===== config.mk =====
export PLATFORM = sky130hd
export DESIGN_NAME = cpwm_deadband
export DESIGN_NICKNAME = d
export VERILOG_FILES = /design/src/rtl/cpwm_pkg.sv /design/src/rtl/cpwm_regs.sv /design/src/rtl/cpwm_tri.sv /design/src/rtl/cpwm_leg.sv /design/src/rtl/cpwm_deadband.sv
export SDC_FILE = /design/constraint.sdc
export NUM_CORES = 1
export LEC_CHECK = 0
export ABC_CLOCK_PERIOD_IN_PS = 13800
export BUFFER_PORTS_ARGS = -buffer_cell sky130_fd_sc_hd__clkbuf_2
export CORE_MARGIN = 5
export CORE_UTILIZATION = 38
export CTS_CLUSTER_SIZE = 14
export DETAILED_ROUTE_END_ITERATION = 10
export MAX_ROUTING_LAYER = met4
export RECOVER_POWER = 50
export SYNTH_ARGS = -nofsm -noshare
export SYNTH_HDL_FRONTEND = slang
export SYNTH_SLANG_ARGS = --single-unit
export TNS_END_PERCENT = 1

===== constraint.sdc =====
create_clock -name clk -period 13.8 [get_ports clk]
set_input_delay 2.76 -clock clk [delete_from_list [all_inputs] [get_ports clk]]
set_output_delay 2.76 -clock clk [all_outputs]
set_load 0.02 [all_outputs]

===== src/rtl/cpwm_pkg.sv =====
package cpwm_pkg;
  localparam int SEL_W = 3;

  typedef enum logic [SEL_W-1:0] {
    SEL_HALF  = 3'd0,
    SEL_TOP   = 3'd1,
    SEL_DEAD  = 3'd2,
    SEL_DUTY0 = 3'd3,
    SEL_DUTY1 = 3'd4,
    SEL_DUTY2 = 3'd5,
    SEL_POL   = 3'd6
  } reg_sel_e;

  typedef enum logic {DIR_DOWN = 1'b0, DIR_UP = 1'b1} dir_e;
endpackage


===== src/rtl/cpwm_regs.sv =====
module cpwm_regs
  import cpwm_pkg::*;
#(
  parameter int CW  = 16,
  parameter int NPH = 3
) (
  input  logic                    clk,
  input  logic                    rst_n,
  input  logic                    wr_en,
  input  logic [SEL_W-1:0]        wr_sel,
  input  logic [CW-1:0]           wr_data,
  input  logic                    locked,
  output logic [CW-1:0]           buf_half,
  output logic [CW-1:0]           buf_top,
  output logic [CW-1:0]           dead_q,
  output logic [NPH-1:0][CW-1:0]  buf_duty,
  output logic                    pol_pos,
  output logic                    pol_neg
);
  logic wr_half, wr_top, wr_dead, wr_pol;

  assign wr_half = wr_en && (wr_sel == SEL_HALF);
  assign wr_top  = wr_en && (wr_sel == SEL_TOP);
  assign wr_dead = wr_en && (wr_sel == SEL_DEAD) && !locked;
  assign wr_pol  = wr_en && (wr_sel == SEL_POL) && !locked;

  always_ff @(posedge clk or negedge rst_n) begin
    if (!rst_n) begin
      buf_half <= '0;
      buf_top  <= '0;
      dead_q   <= '0;
      pol_pos  <= 1'b0;
      pol_neg  <= 1'b0;
    end else begin
      if (wr_half) buf_half <= wr_data;
      if (wr_top)  buf_top  <= wr_data;
      if (wr_dead) dead_q   <= wr_data;
      if (wr_pol) begin
        pol_pos <= wr_data[0];
        pol_neg <= wr_data[1];
      end
    end
  end

  for (genvar i = 0; i < NPH; i++) begin : g_duty
    logic hit;
    assign hit = wr_en && (wr_sel == SEL_W'(int'(SEL_DUTY0) + i));
    always_ff @(posedge clk or negedge rst_n) begin
      if (!rst_n)   buf_duty[i] <= '0;
      else if (hit) buf_duty[i] <= wr_data;
    end
  end
endmodule


===== src/rtl/cpwm_tri.sv =====
module cpwm_tri
  import cpwm_pkg::*;
#(
  parameter int CW = 16
) (
  input  logic          clk,
  input  logic          rst_n,
  input  logic          load,
  input  logic          run,
  input  logic [CW-1:0] start,
  input  logic [CW-1:0] lo,
  input  logic [CW-1:0] hi,
  output logic [CW-1:0] cnt
);
  dir_e dir;

  function automatic logic [CW:0] tri_step(input logic [CW-1:0] c, input dir_e d,
                                           input logic [CW-1:0] l, input logic [CW-1:0] h);
    logic [CW:0] r;
    if (h == l)              r = {d, c};
    else if (d == DIR_UP)    r = (c >= h) ? {DIR_DOWN, c - 1'b1} : {DIR_UP, c + 1'b1};
    else                     r = (c <= l) ? {DIR_UP, c + 1'b1}   : {DIR_DOWN, c - 1'b1};
    return r;
  endfunction

  logic [CW:0] nxt;
  assign nxt = tri_step(cnt, dir, lo, hi);

  always_ff @(posedge clk or negedge rst_n) begin
    if (!rst_n) begin
      cnt <= '0;
      dir <= DIR_UP;
    end else if (load) begin
      cnt <= start;
      dir <= DIR_UP;
    end else if (run) begin
      cnt <= nxt[CW-1:0];
      dir <= dir_e'(nxt[CW]);
    end
  end
endmodule


===== src/rtl/cpwm_leg.sv =====
module cpwm_leg #(
  parameter int CW = 16
) (
  input  logic          run,
  input  logic [CW-1:0] duty,
  input  logic [CW-1:0] half,
  input  logic [CW-1:0] lag_cnt,
  input  logic [CW-1:0] lead_cnt,
  input  logic          pol_pos,
  input  logic          pol_neg,
  output logic          pos_act,
  output logic          neg_act,
  output logic          out_pos,
  output logic          out_neg
);
  function automatic logic [CW-1:0] clamp_duty(input logic [CW-1:0] d, input logic [CW-1:0] h);
    return (d > h) ? h : d;
  endfunction

  logic [CW-1:0] dc;
  assign dc      = clamp_duty(duty, half);
  assign pos_act = run && (dc < lag_cnt);
  assign neg_act = run && (dc > lead_cnt);
  assign out_pos = pos_act ^ pol_pos;
  assign out_neg = neg_act ^ pol_neg;
endmodule


===== src/rtl/cpwm_deadband.sv =====
module cpwm_deadband
  import cpwm_pkg::*;
#(
  parameter int CW  = 16,
  parameter int NPH = 3
) (
  input  logic             clk,
  input  logic             rst_n,
  input  logic             wr_en,
  input  logic [SEL_W-1:0] wr_sel,
  input  logic [CW-1:0]    wr_data,
  input  logic             mode_en,
  output logic [NPH-1:0]   pwm_pos,
  output logic [NPH-1:0]   pwm_neg
);
  logic                   mode_q, enter;
  logic [CW-1:0]          buf_half, buf_top, dead_q;
  logic [NPH-1:0][CW-1:0] buf_duty, cmp_duty;
  logic [CW-1:0]          cmp_half, cmp_top;
  logic                   pol_pos, pol_neg;
  logic [CW-1:0]          lag_cnt, lead_cnt;
  logic [NPH-1:0]         pos_act, neg_act;

  assign enter = mode_en && !mode_q;

  cpwm_regs #(.CW(CW), .NPH(NPH)) u_regs (
    .clk(clk), .rst_n(rst_n), .wr_en(wr_en), .wr_sel(wr_sel), .wr_data(wr_data),
    .locked(mode_q), .buf_half(buf_half), .buf_top(buf_top), .dead_q(dead_q),
    .buf_duty(buf_duty), .pol_pos(pol_pos), .pol_neg(pol_neg)
  );

  always_ff @(posedge clk or negedge rst_n) begin
    if (!rst_n) begin
      mode_q   <= 1'b0;
      cmp_half <= '0;
      cmp_top  <= '0;
      cmp_duty <= '0;
    end else begin
      mode_q <= mode_en;
      if (enter) begin
        cmp_half <= buf_half;
        cmp_top  <= buf_top;
        cmp_duty <= buf_duty;
      end
    end
  end

  cpwm_tri #(.CW(CW)) u_lag (
    .clk(clk), .rst_n(rst_n), .load(enter), .run(mode_q),
    .start('0), .lo('0), .hi(cmp_half), .cnt(lag_cnt)
  );

  cpwm_tri #(.CW(CW)) u_lead (
    .clk(clk), .rst_n(rst_n), .load(enter), .run(mode_q),
    .start(dead_q), .lo(dead_q), .hi(cmp_top), .cnt(lead_cnt)
  );

  for (genvar i = 0; i < NPH; i++) begin : g_phase
    cpwm_leg #(.CW(CW)) u_leg (
      .run(mode_q), .duty(cmp_duty[i]), .half(cmp_half),
      .lag_cnt(lag_cnt), .lead_cnt(lead_cnt),
      .pol_pos(pol_pos), .pol_neg(pol_neg),
      .pos_act(pos_act[i]), .neg_act(neg_act[i]),
      .out_pos(pwm_pos[i]), .out_neg(pwm_neg[i])
    );
  end
endmodule


[Word level (Yosys, flattened, before mapping)]
Cells that the tools add are included.
Word-level totals
  register bits after elaboration: 213
  bits in latches: 0
  RAM bits: 0
  memory bits (read-only): 0
  input port bits: 23
  output and inout port bits: 6
  logic and storage cells: 91
  memories kept: 0
Operators by class
  add/sub/neg operators: 4
  $mul: 0
  divide/modulo/power cells: 0
  order comparisons: 13
  equality and inequality tests: 9
  shift operators: 0
  multiplexer cells: 19
  bitwise operators: 6
  reductions and logical operators: 22
Operators by type and width (number)
  two-way mux 17 bit: 8
  two-way mux 16 bit: 7
  greater-than comparator 16 bit: 6
  < comparator 16 bit: 3
  adder 16 x 1 -> 16 bit (second input constant): 2
  >= comparator 16 bit: 2
  subtractor 16 x 1 -> 16 bit (second input constant): 2
  equality test 16 bit: 1
  less-or-equal comparator 16 x 1 -> 1 bit (second input constant): 1
  less-or-equal comparator 16 bit: 1
  logical AND 1 bit: 16
  zero test 16 bit: 1
  equality test 3 bit (second input constant): 3
  equality test 3 x 2 -> 1 bit (second input constant): 2
  XOR 1 bit: 6
  two-way mux 1 bit: 4
  inequality test 2 bit (second input constant): 2
  AND reduction 2 bit: 2
  equality test 3 x 1 -> 1 bit (second input constant): 1
  zero test 3 bit: 1
  nonzero test 2 bit: 1
  zero test 1 bit: 1

[Logic depth before layout (Yosys ltp)]
Gate-level depths: netlist of the first run.
  depth in word-level cells: 6
  depth in mapped cells: 20

[Hierarchy]
A second synthesis of the first run with hierarchy kept.
Unflattened totals
  cell total of the unflattened synthesis: 1602
  area total of the unflattened synthesis: 16220.6 µm²
By module, submodules not included
  cpwm_tri: instances 2, cells each 309, area each 2348.5 µm², sequential area each 426.7 µm²
  cpwm_regs: instances 1, cells each 215, area each 3752.3 µm², sequential area each 2452.4 µm²
  cpwm_deadband: instances 1, cells each 172, area each 3422.0 µm², sequential area each 2026.9 µm²
  cpwm_leg at g_phase[0].u_leg ...: instances 2, cells each 187, area each 1438.9 µm², sequential area each 0.0 µm²
  cpwm_leg at g_phase[1].u_leg: instances 1, cells each 223, area each 1471.4 µm², sequential area each 0.0 µm²

[Least setup slack after synthesis of the first run]
OpenSTA, ideal clock, no wires.
  path type: reg2out
  start point: reg cmp_half[1]
  end point: out pwm_neg[0]
  data arrival time: 4.170 ns
  required time: 11.040 ns
  path slack: 6.870 ns
  stages on the path, launching flop included: 19
  path through: dfrtp_1 -> inv_1 -> ha_1 -> nor2b_1 -> o211ai_1 -> a2111o_1 -> a31oi_1 -> clkbuf_1 -> mux2_2 -> ha_1 -> nor2b_1 -> o21a_1 -> o21a_1 -> o21ai_0 -> a211oi_1 -> a2111oi_0 -> o21ai_0 -> xor2_1 -> buf_4
Between the ends
  longest elaborated chain between the ends: 5
Ends and longest elaborated chain
  start, declared: RTL line cpwm_deadband.sv:19  | logic [CW-1:0] cmp_half, cmp_top;
  start signal, assigned: RTL line cpwm_deadband.sv:41  | cmp_half <= buf_half;
  greater-than comparator 16 bit: RTL line cpwm_leg.sv:17  | return (d > h) ? h : d;
  two-way mux 16 bit (*): RTL line cpwm_leg.sv:17
  greater-than comparator 16 bit (*): RTL line cpwm_leg.sv:23  | assign neg_act = run && (dc > lead_cnt);
  logical AND 1 bit (*): RTL line cpwm_leg.sv:23
  XOR 1 bit (*): RTL line cpwm_leg.sv:25  | assign out_neg = neg_act ^ pol_neg;
  end, declared: RTL line cpwm_deadband.sv:14  | output logic [NPH-1:0] pwm_neg
Every way passes the cells marked *; elsewhere a longest branch is shown, timed or not.

==> out/results.tsv, run 1 <==
metric	value	unit
status	complete, but fails checks	
failing checks	capacitance limit, slew limit	
Sw Ratio	43.5	%
clock power share	19.4	%
yosys warns	0	
DR WL/cell	21.2	um
Nets	1719	
max incr delay on CP	3.51	ns
worst-path maximum fanout	93	
hold_buf cts	0	
postcts setup bufs	0	
Total Routing Usage GR	21.3	%
vias in the first global route	11400	
Mapped Cells	1489	
WHS	0.459	ns
PortBufs	28	
IO Pins	29	
routed vias/inst	5.61	
Pleak	7.34	nW
CP Class	in -> async	
Filler Cells Inserted	3783	
CTS Sinks	213	
Fin. Hold Viols	0	
Internal	1.82	mW
pin count of the biggest net entering global routing	94	
Post-synth top flop	dfrtp_1	
Area growth, synth to finish	9.47	%
PostCTS Resize Cnt	0	
CTS tree	done	
Core Area	37500	um2
drt pass-1 iters	5	
ant diodes	0	
Core Rows	71	
final setup TNS	0	ns
Starting Density	38.4	%
Area contributors post-synth	dfrtp_1 (37%), ha_1 (17%), mux2_2 (11%)	
sequential element share of the synthesized area	37.1	%
Die Width	205	um
HP Class	reg -> reg	
post-synthesis register bit count	213	
cell type with the largest total area after synthesis	dfrtp_1	
H-tree levels	1	
slowest CP cell	clkbuf_1	
die footprint	41900	um2
CTS root buf	clkbuf_16	
clock-pin slew on the worst setup and hold paths	0.06	ns
final setup vio count	0	
Comb power frac	50.5	%
average size of a mapped cell	9.66	um2
CTS Buf Count	25	
antenna-violating nets left	0	
WP buf/inv	2	
fmax	109	MHz
Overflow after GRT	0	
WL final	43000	um
Cell Chain, Critical Path	clkbuf_1 > clkbuf_1	
DR iter-0 viols	822	
top cell type's share of synthesized area	36.7	%
Final min period	9.16	ns
Largest delay share family, worst path	buffers and inverters	
clock buffer depth	3	
Post-synth EDFFs	0	
IR Drop Worst-Case VDD	0.100	mV
via count	11400	
fin crit share	66.4	%
worst endpoint required time	13.65	ns
total of max-cap violations	5	
die height	205	um
multi-input logic area	8470	um2
crit start category	input pin	
synthesized area	14400	um2
final slew viol count	292	
Layout Skew	0.00621	ns
syn_nets	1706	
pwr dens	204	nW/um2
asr flop ratio synth	100	%
worst slew pin tran	5.10	ns
slew margin rel.	-240	%
number of distinct library cells after synthesis	72	
area occupied by registers	5330	um2
Psw	1.40	mW
post-layout util	42.0	%
DRC viols	0	
initial antenna violation count	0	
Worst-Skew Late Latency	0.54	ns
layout cells sized above 1	14.9	%
Worst setup EP type	async pin	
CP arrival	9.02	ns
most frequent CP cell	clkbuf_1	
hpwl dp	33100	um
GPL Wtd Cong	0.991	
first-pass GRT wire length	67800	um
RSZ-0062 raised after global routing	false	
Reg power frac	30.1	%
flip-flops by register name, summed over array words and instances (netlist names), 16 cells and up:
| name | flops |
|---|---|
| cmp_top | 16 |
| u_regs.dead_q | 16 |
| u_regs.buf_duty | 48 |
| u_regs.buf_half | 16 |
| u_lead.cnt | 16 |
| u_lag.cnt | 16 |
| cmp_duty | 48 |
| u_regs.buf_top | 16 |
| cmp_half | 16 |
metal layers:
metal | global-route usage, % | vias up | routed length (um)
met5 | - | - | 0
li1 | - | 5412 | -
met4 | 5.48 | 0 | 1180
met2 | 33.4 | 246 | 19700
met1 | 29.6 | 5668 | 20400
met3 | 2.31 | 72 | 1710
cell usage after synthesis, types with 13 or more instances:
cell type / number
nand2_1: 225
dfrtp_1: 211
ha_1: 194
mux2_2: 143
inv_1: 89
a21oi_1: 68
o21ai_0: 66
nor2_1: 60
nand3_1: 46
nand4_1: 39
clkbuf_1: 37
a21o_1: 33
nor3_1: 25
xor2_1: 23
nor4_1: 19
nor2b_1: 15
mux2i_1: 14
o21a_1: 13
layout by cell type, fill, tap and decap left out, types with 5 or more instances in the layout:
| master | n |
|---|---|
| a211oi_1 | 10 |
| a21boi_0 | 8 |
| a21o_1 | 33 |
| a21oi_1 | 69 |
| a31oi_1 | 7 |
| and3_1 | 5 |
| buf_4 | 5 |
| clkbuf_1 | 14 |
| clkbuf_16 | 25 |
| clkbuf_2 | 25 |
| clkbuf_8 | 5 |
| dfrtp_1 | 211 |
| ha_1 | 194 |
| inv_1 | 89 |
| mux2_2 | 143 |
| mux2i_1 | 14 |
| nand2_1 | 224 |
| nand2b_1 | 9 |
| nand3_1 | 46 |
| nand4_1 | 39 |
| nor2_1 | 60 |
| nor2b_1 | 15 |
| nor3_1 | 25 |
| nor4_1 | 19 |
| o211ai_1 | 11 |
| o21a_1 | 13 |
| o21ai_0 | 71 |
| o221ai_1 | 5 |
| o31ai_1 | 5 |
| or3_1 | 7 |
| xnor2_1 | 5 |
| xor2_1 | 23 |
cells by family after synthesis:
family / share of synthesized area (%)
compound gates: 12.9
xor+xnor: 1.70
fa+ha+maj: 16.9
buf+inv: 3.97
flops: 37.1
mux: 12.2
simple gates: 15.4
through the flow:
| stage | power (mW) | setup WS (ns) | cell area (um2) | cells |
|---|---|---|---|---|
| after global placement | 2.56 | 6.37 | 15000 | 1986 |
| after global routing | 3.48 | 3.12 | 15700 | 2031 |
| final | 3.22 | 4.64 | 15700 | 2031 |
| after detailed placement | 2.58 | 6.30 | 15000 | 1986 |
| after floorplan | 2.11 | 6.87 | 14400 | 1489 |
| after CTS | 3.23 | 5.70 | 15800 | 2031 |
final timing paths:
kind                                                 startpoint                       endpoint  slack [ns]  cells past startpoint
worst max-delay path                                      rst_n      u_lag.cnt[14]$_DFFE_PN0P_        4.64                      2
worst min-delay path            u_regs.buf_duty[46]$_DFFE_PN0P_       cmp_duty[46]$_DFFE_PN0P_        0.46                      2
worst max register to register         u_lag.cnt[0]$_DFFE_PN0P_       u_lag.cnt[8]$_DFFE_PN0P_        9.67                     10
worst min register to register  u_regs.buf_duty[46]$_DFFE_PN0P_       cmp_duty[46]$_DFFE_PN0P_        0.46                      2
max in group clk                       cmp_half[15]$_DFFE_PN0P_                     pwm_pos[2]        5.68                     15
min in group asynchronous                                 rst_n  u_regs.buf_top[8]$_DFFE_PN0P_        4.08                      1
power groups by stage:
stage	Sequential [mW]	Clock, mW	Combinational [mW]
after floorplan	0.890	0	1.22
after global placement	0.971	0	1.58
after detailed placement	0.974	0	1.60
after CTS	0.964	0.647	1.62
after global routing	0.989	0.673	1.82
final	0.968	0.626	1.63
layout make-up:
| cell class | count | area share [%] |
|---|---|---|
| multi-input cells | 1134 | 53.8 |
| flip-flops and latches | 213 | 33.9 |
| clock buffers | 36 | 4.55 |
| well taps | 511 | 4.06 |
| inverters | 90 | 2.15 |
| repair buffers | 38 | 1.22 |
| clock inverters | 9 | 0.397 |
Power figures use the tool's default switching activity.
==> inputs of run 2 (changes only) <==
Settings changed: ABC_AREA set to 1, ABC_CLOCK_PERIOD_IN_PS 13800 to 8350.
Clock period 13.8 ns to 8.35 ns, I/O delays scaled along.
==> out/results.tsv, run 2 <==
metric	value	unit	change
commonest cells in the netlist	nand2_1 (595), o21ai_0 (243), dfrtp_1 (211)		
CP arrival	4.99	ns	-4.03 ns
top cell type's share of synthesized area	35.9	%	-0.78 points
drt pass-1 iters	5		unchanged
sequential element share of the synthesized area	36.3	%	-0.79 points
clock power share	18.8	%	-0.6 points
first-pass GRT wire length	70100	um	+3.5%
CTS tree	done		
Comb power frac	52.1	%	+1.6 points
most frequent CP cell	nand2_1		
Non-Filler Instances	2430		+20%
commonest non-fill, non-tap cells in the layout	nand2_1 (594), o21ai_0 (243), dfrtp_1 (211)		
die height	207	um	+1.0%
yosys warns	0		unchanged
PostCTS Resize Cnt	0		unchanged
DR WL/cell	18.2	um	-14%
failing checks	capacitance limit, slew limit		
worst slew pin tran	4.81	ns	-0.292 ns
most common cell after layout, fill and taps aside	nand2_1		
Core Rows	72		+1.4%
initial antenna violation count	0		unchanged
Overflow after GRT	0		unchanged
fin crit share	79.8	%	
clock-pin slew on the worst setup and hold paths	0.06	ns	about the same
CTS Buf Count	25		unchanged
Psw	2.67	mW	+91%
GPL Wtd Cong	0.959		-3.2%
Fin. Hold Viols	0		unchanged
Total Routing Usage GR	21.4	%	+0.18 points
Die Width	207	um	+1.0%
Internal	2.89	mW	+59%
Area growth, synth to finish	8.94	%	
fmax	150	MHz	
Cell Chain, Critical Path	inv_1 > ha_1 > nand4_1 > nor3_1 > nand2_1 > nand2_1 > nand2_1 > o21ai_0 > ha_1 > a21oi_1 > o21ai_0 > nand3_1 > a21oi_1 > a2111oi_0 > nand3_1 > nand2_1 > clkbuf_2		
Post-synth EDFFs	0		unchanged
vias in the first global route	12300		+8.4%
IO Pins	29		unchanged
number of distinct library cells after synthesis	54		-25%
hold_buf cts	0		unchanged
pwr dens	347	nW/um2	+70%
final setup TNS	0	ns	unchanged
post-layout util	41.6	%	-0.38 points
Largest regs	cmp_duty x48, u_regs.buf_duty x48		
clock buffer depth	3		unchanged
WHS	0.448	ns	-0.0111 ns
slowest CP cell	o21ai_0		
RSZ-0062 raised after global routing	false		
Layout Skew	0.0311	ns	+0.0249 ns
Area contributors post-synth	dfrtp_1 (36%), ha_1 (17%), nand2_1 (15%)		
hpwl dp	32700	um	-0.98%
crit start category	flip-flop		
final setup vio count	0		unchanged
average size of a mapped cell	7.73	um2	-20%
worst endpoint required time	6.68	ns	-6.97 ns
reg2reg setup slack	4.24	ns	-5.43 ns
Nets	2112		+23%
Largest delay share family, worst path	compound AO/OA/AOI/OAI gates		
PortBufs	28		unchanged
IR Drop Worst-Case VDD	0.157	mV	+56%
post-synthesis register bit count	213		unchanged
Reg power frac	29.1	%	-1.0 points
total of max-cap violations	3		-2
final slew viol count	185		-37%
worst-path maximum fanout	31		-67%
count leader, synth	nand2_1		
CP Class	reg -> out		
ant diodes	0		unchanged
Worst-Skew Late Latency	0.55	ns	about the same
Core Area	38500	um2	+2.6%
Worst setup EP type	primary output		
Post-synth top flop	dfrtp_1		
placed cells	2386		+20%
H-tree levels	1		unchanged
Sw Ratio	48.0	%	+4.6 points
synthesized area	14700	um2	+2.2%
Mapped Cells	1901		+28%
antenna-violating nets left	0		unchanged
DRC viols	0		unchanged
HP Class	reg -> reg		
via count	12900		+13%
max incr delay on CP	0.68	ns	-2.83 ns
DR iter-0 viols	943		+15%
Pleak	7.90	nW	+7.8%
postcts setup bufs	0		unchanged
Final min period	6.66	ns	
status	complete, but fails checks		
WL final	44300	um	+3.0%
syn_nets	2118		+24%
cell type with the largest total area after synthesis	dfrtp_1		
slew margin rel.	-220	%	+19 points
layout cells sized above 1	5.28	%	-9.7 points
CTS Sinks	213		unchanged
WP buf/inv	2		unchanged
Final WS setup	1.69	ns	-2.95 ns
pin count of the biggest net entering global routing	88		-6.4%
asr flop ratio synth	100	%	unchanged
CTS root buf	clkbuf_16		
die footprint	42700	um2	+2.1%
DP Worst Slack	2.38	ns	-3.92 ns
Starting Density	38.2	%	-0.16 points
routed vias/inst	5.30		-5.5%
==> run 2: path summary, 6_finish.rpt <==
| kind | startpoint | end | cells past startpoint |
|---|---|---|---|
| setup reg to reg | mode_q$_DFF_PN0_ | u_lead.cnt[3]$_DFFE_PN0P_ | 8 |
| max in group asynchronous | rst_n | u_lag.cnt[0]$_DFFE_PN0P_ | 2 |
| min in group asynchronous | rst_n | u_regs.buf_top[7]$_DFFE_PN0P_ | 1 |
| setup / recovery | cmp_half[10]$_DFFE_PN0P_ | pwm_pos[2] | 17 |
| hold / removal | u_regs.buf_half[0]$_DFFE_PN0P_ | cmp_half[0]$_DFFE_PN0P_ | 2 |
| hold reg to reg | u_regs.buf_half[0]$_DFFE_PN0P_ | cmp_half[0]$_DFFE_PN0P_ | 2 |
==> run 2: kinds of logic after synthesis <==
group | count (synthesis) | share of synthesized area [%]
and+or+nand+nor | 818 | 23.5
xor gates and xnor gates | 53 | 3.16
adders and majority gates | 194 | 16.5
AOI/OAI and AO/OA | 399 | 14.6
DFF | 213 | 36.3
buffers and inverters | 224 | 5.92
==> run 2: final cells by class <==
cell class / instances / area [um2]
multi-input combinational: 1464 / 8500
tap: 518 / 648
sequential: 213 / 5330
timing repair buffer: 35 / 180
inverter: 156 / 587
clock inverter: 9 / 63.8
fill: 3916 / 22500
clock buffer: 35 / 703
==> run 2: power groups by stage <==
| stage | combinational [mW] | clock (mW) | sequential, mW |
|---|---|---|---|
| 2_1_floorplan | 2.19 | 0 | 1.47 |
| 3_3_place_gp | 2.77 | 0 | 1.62 |
| 3_5_place_dp | 2.85 | 0 | 1.62 |
| 4_1_cts | 2.86 | 1.07 | 1.60 |
| 5_1_grt | 3.33 | 1.11 | 1.64 |
| 6_report | 2.89 | 1.04 | 1.62 |
==> run 2: routing by layer <==
metal	track usage [%]	share of wire, %
met5	-	0
met4	6.51	3.1
met3	2.17	5.1
met2	31.5	42
met1	31.3	49
==> run 2: tightest hold or removal path: stages (launching register included) <==
cell and delay (ns):
dfrtp_1 0.34, nand2_1 0.05, nand2_1 0.04
==> run 2: stage by stage <==
step / total power, mW / cell area (um2)
3_3_place_gp: 4.38 / 15300
6_report: 5.55 / 16000
3_5_place_dp: 4.47 / 15300
4_1_cts: 5.54 / 16000
2_1_floorplan: 3.65 / 14700
5_1_grt: 6.08 / 16000
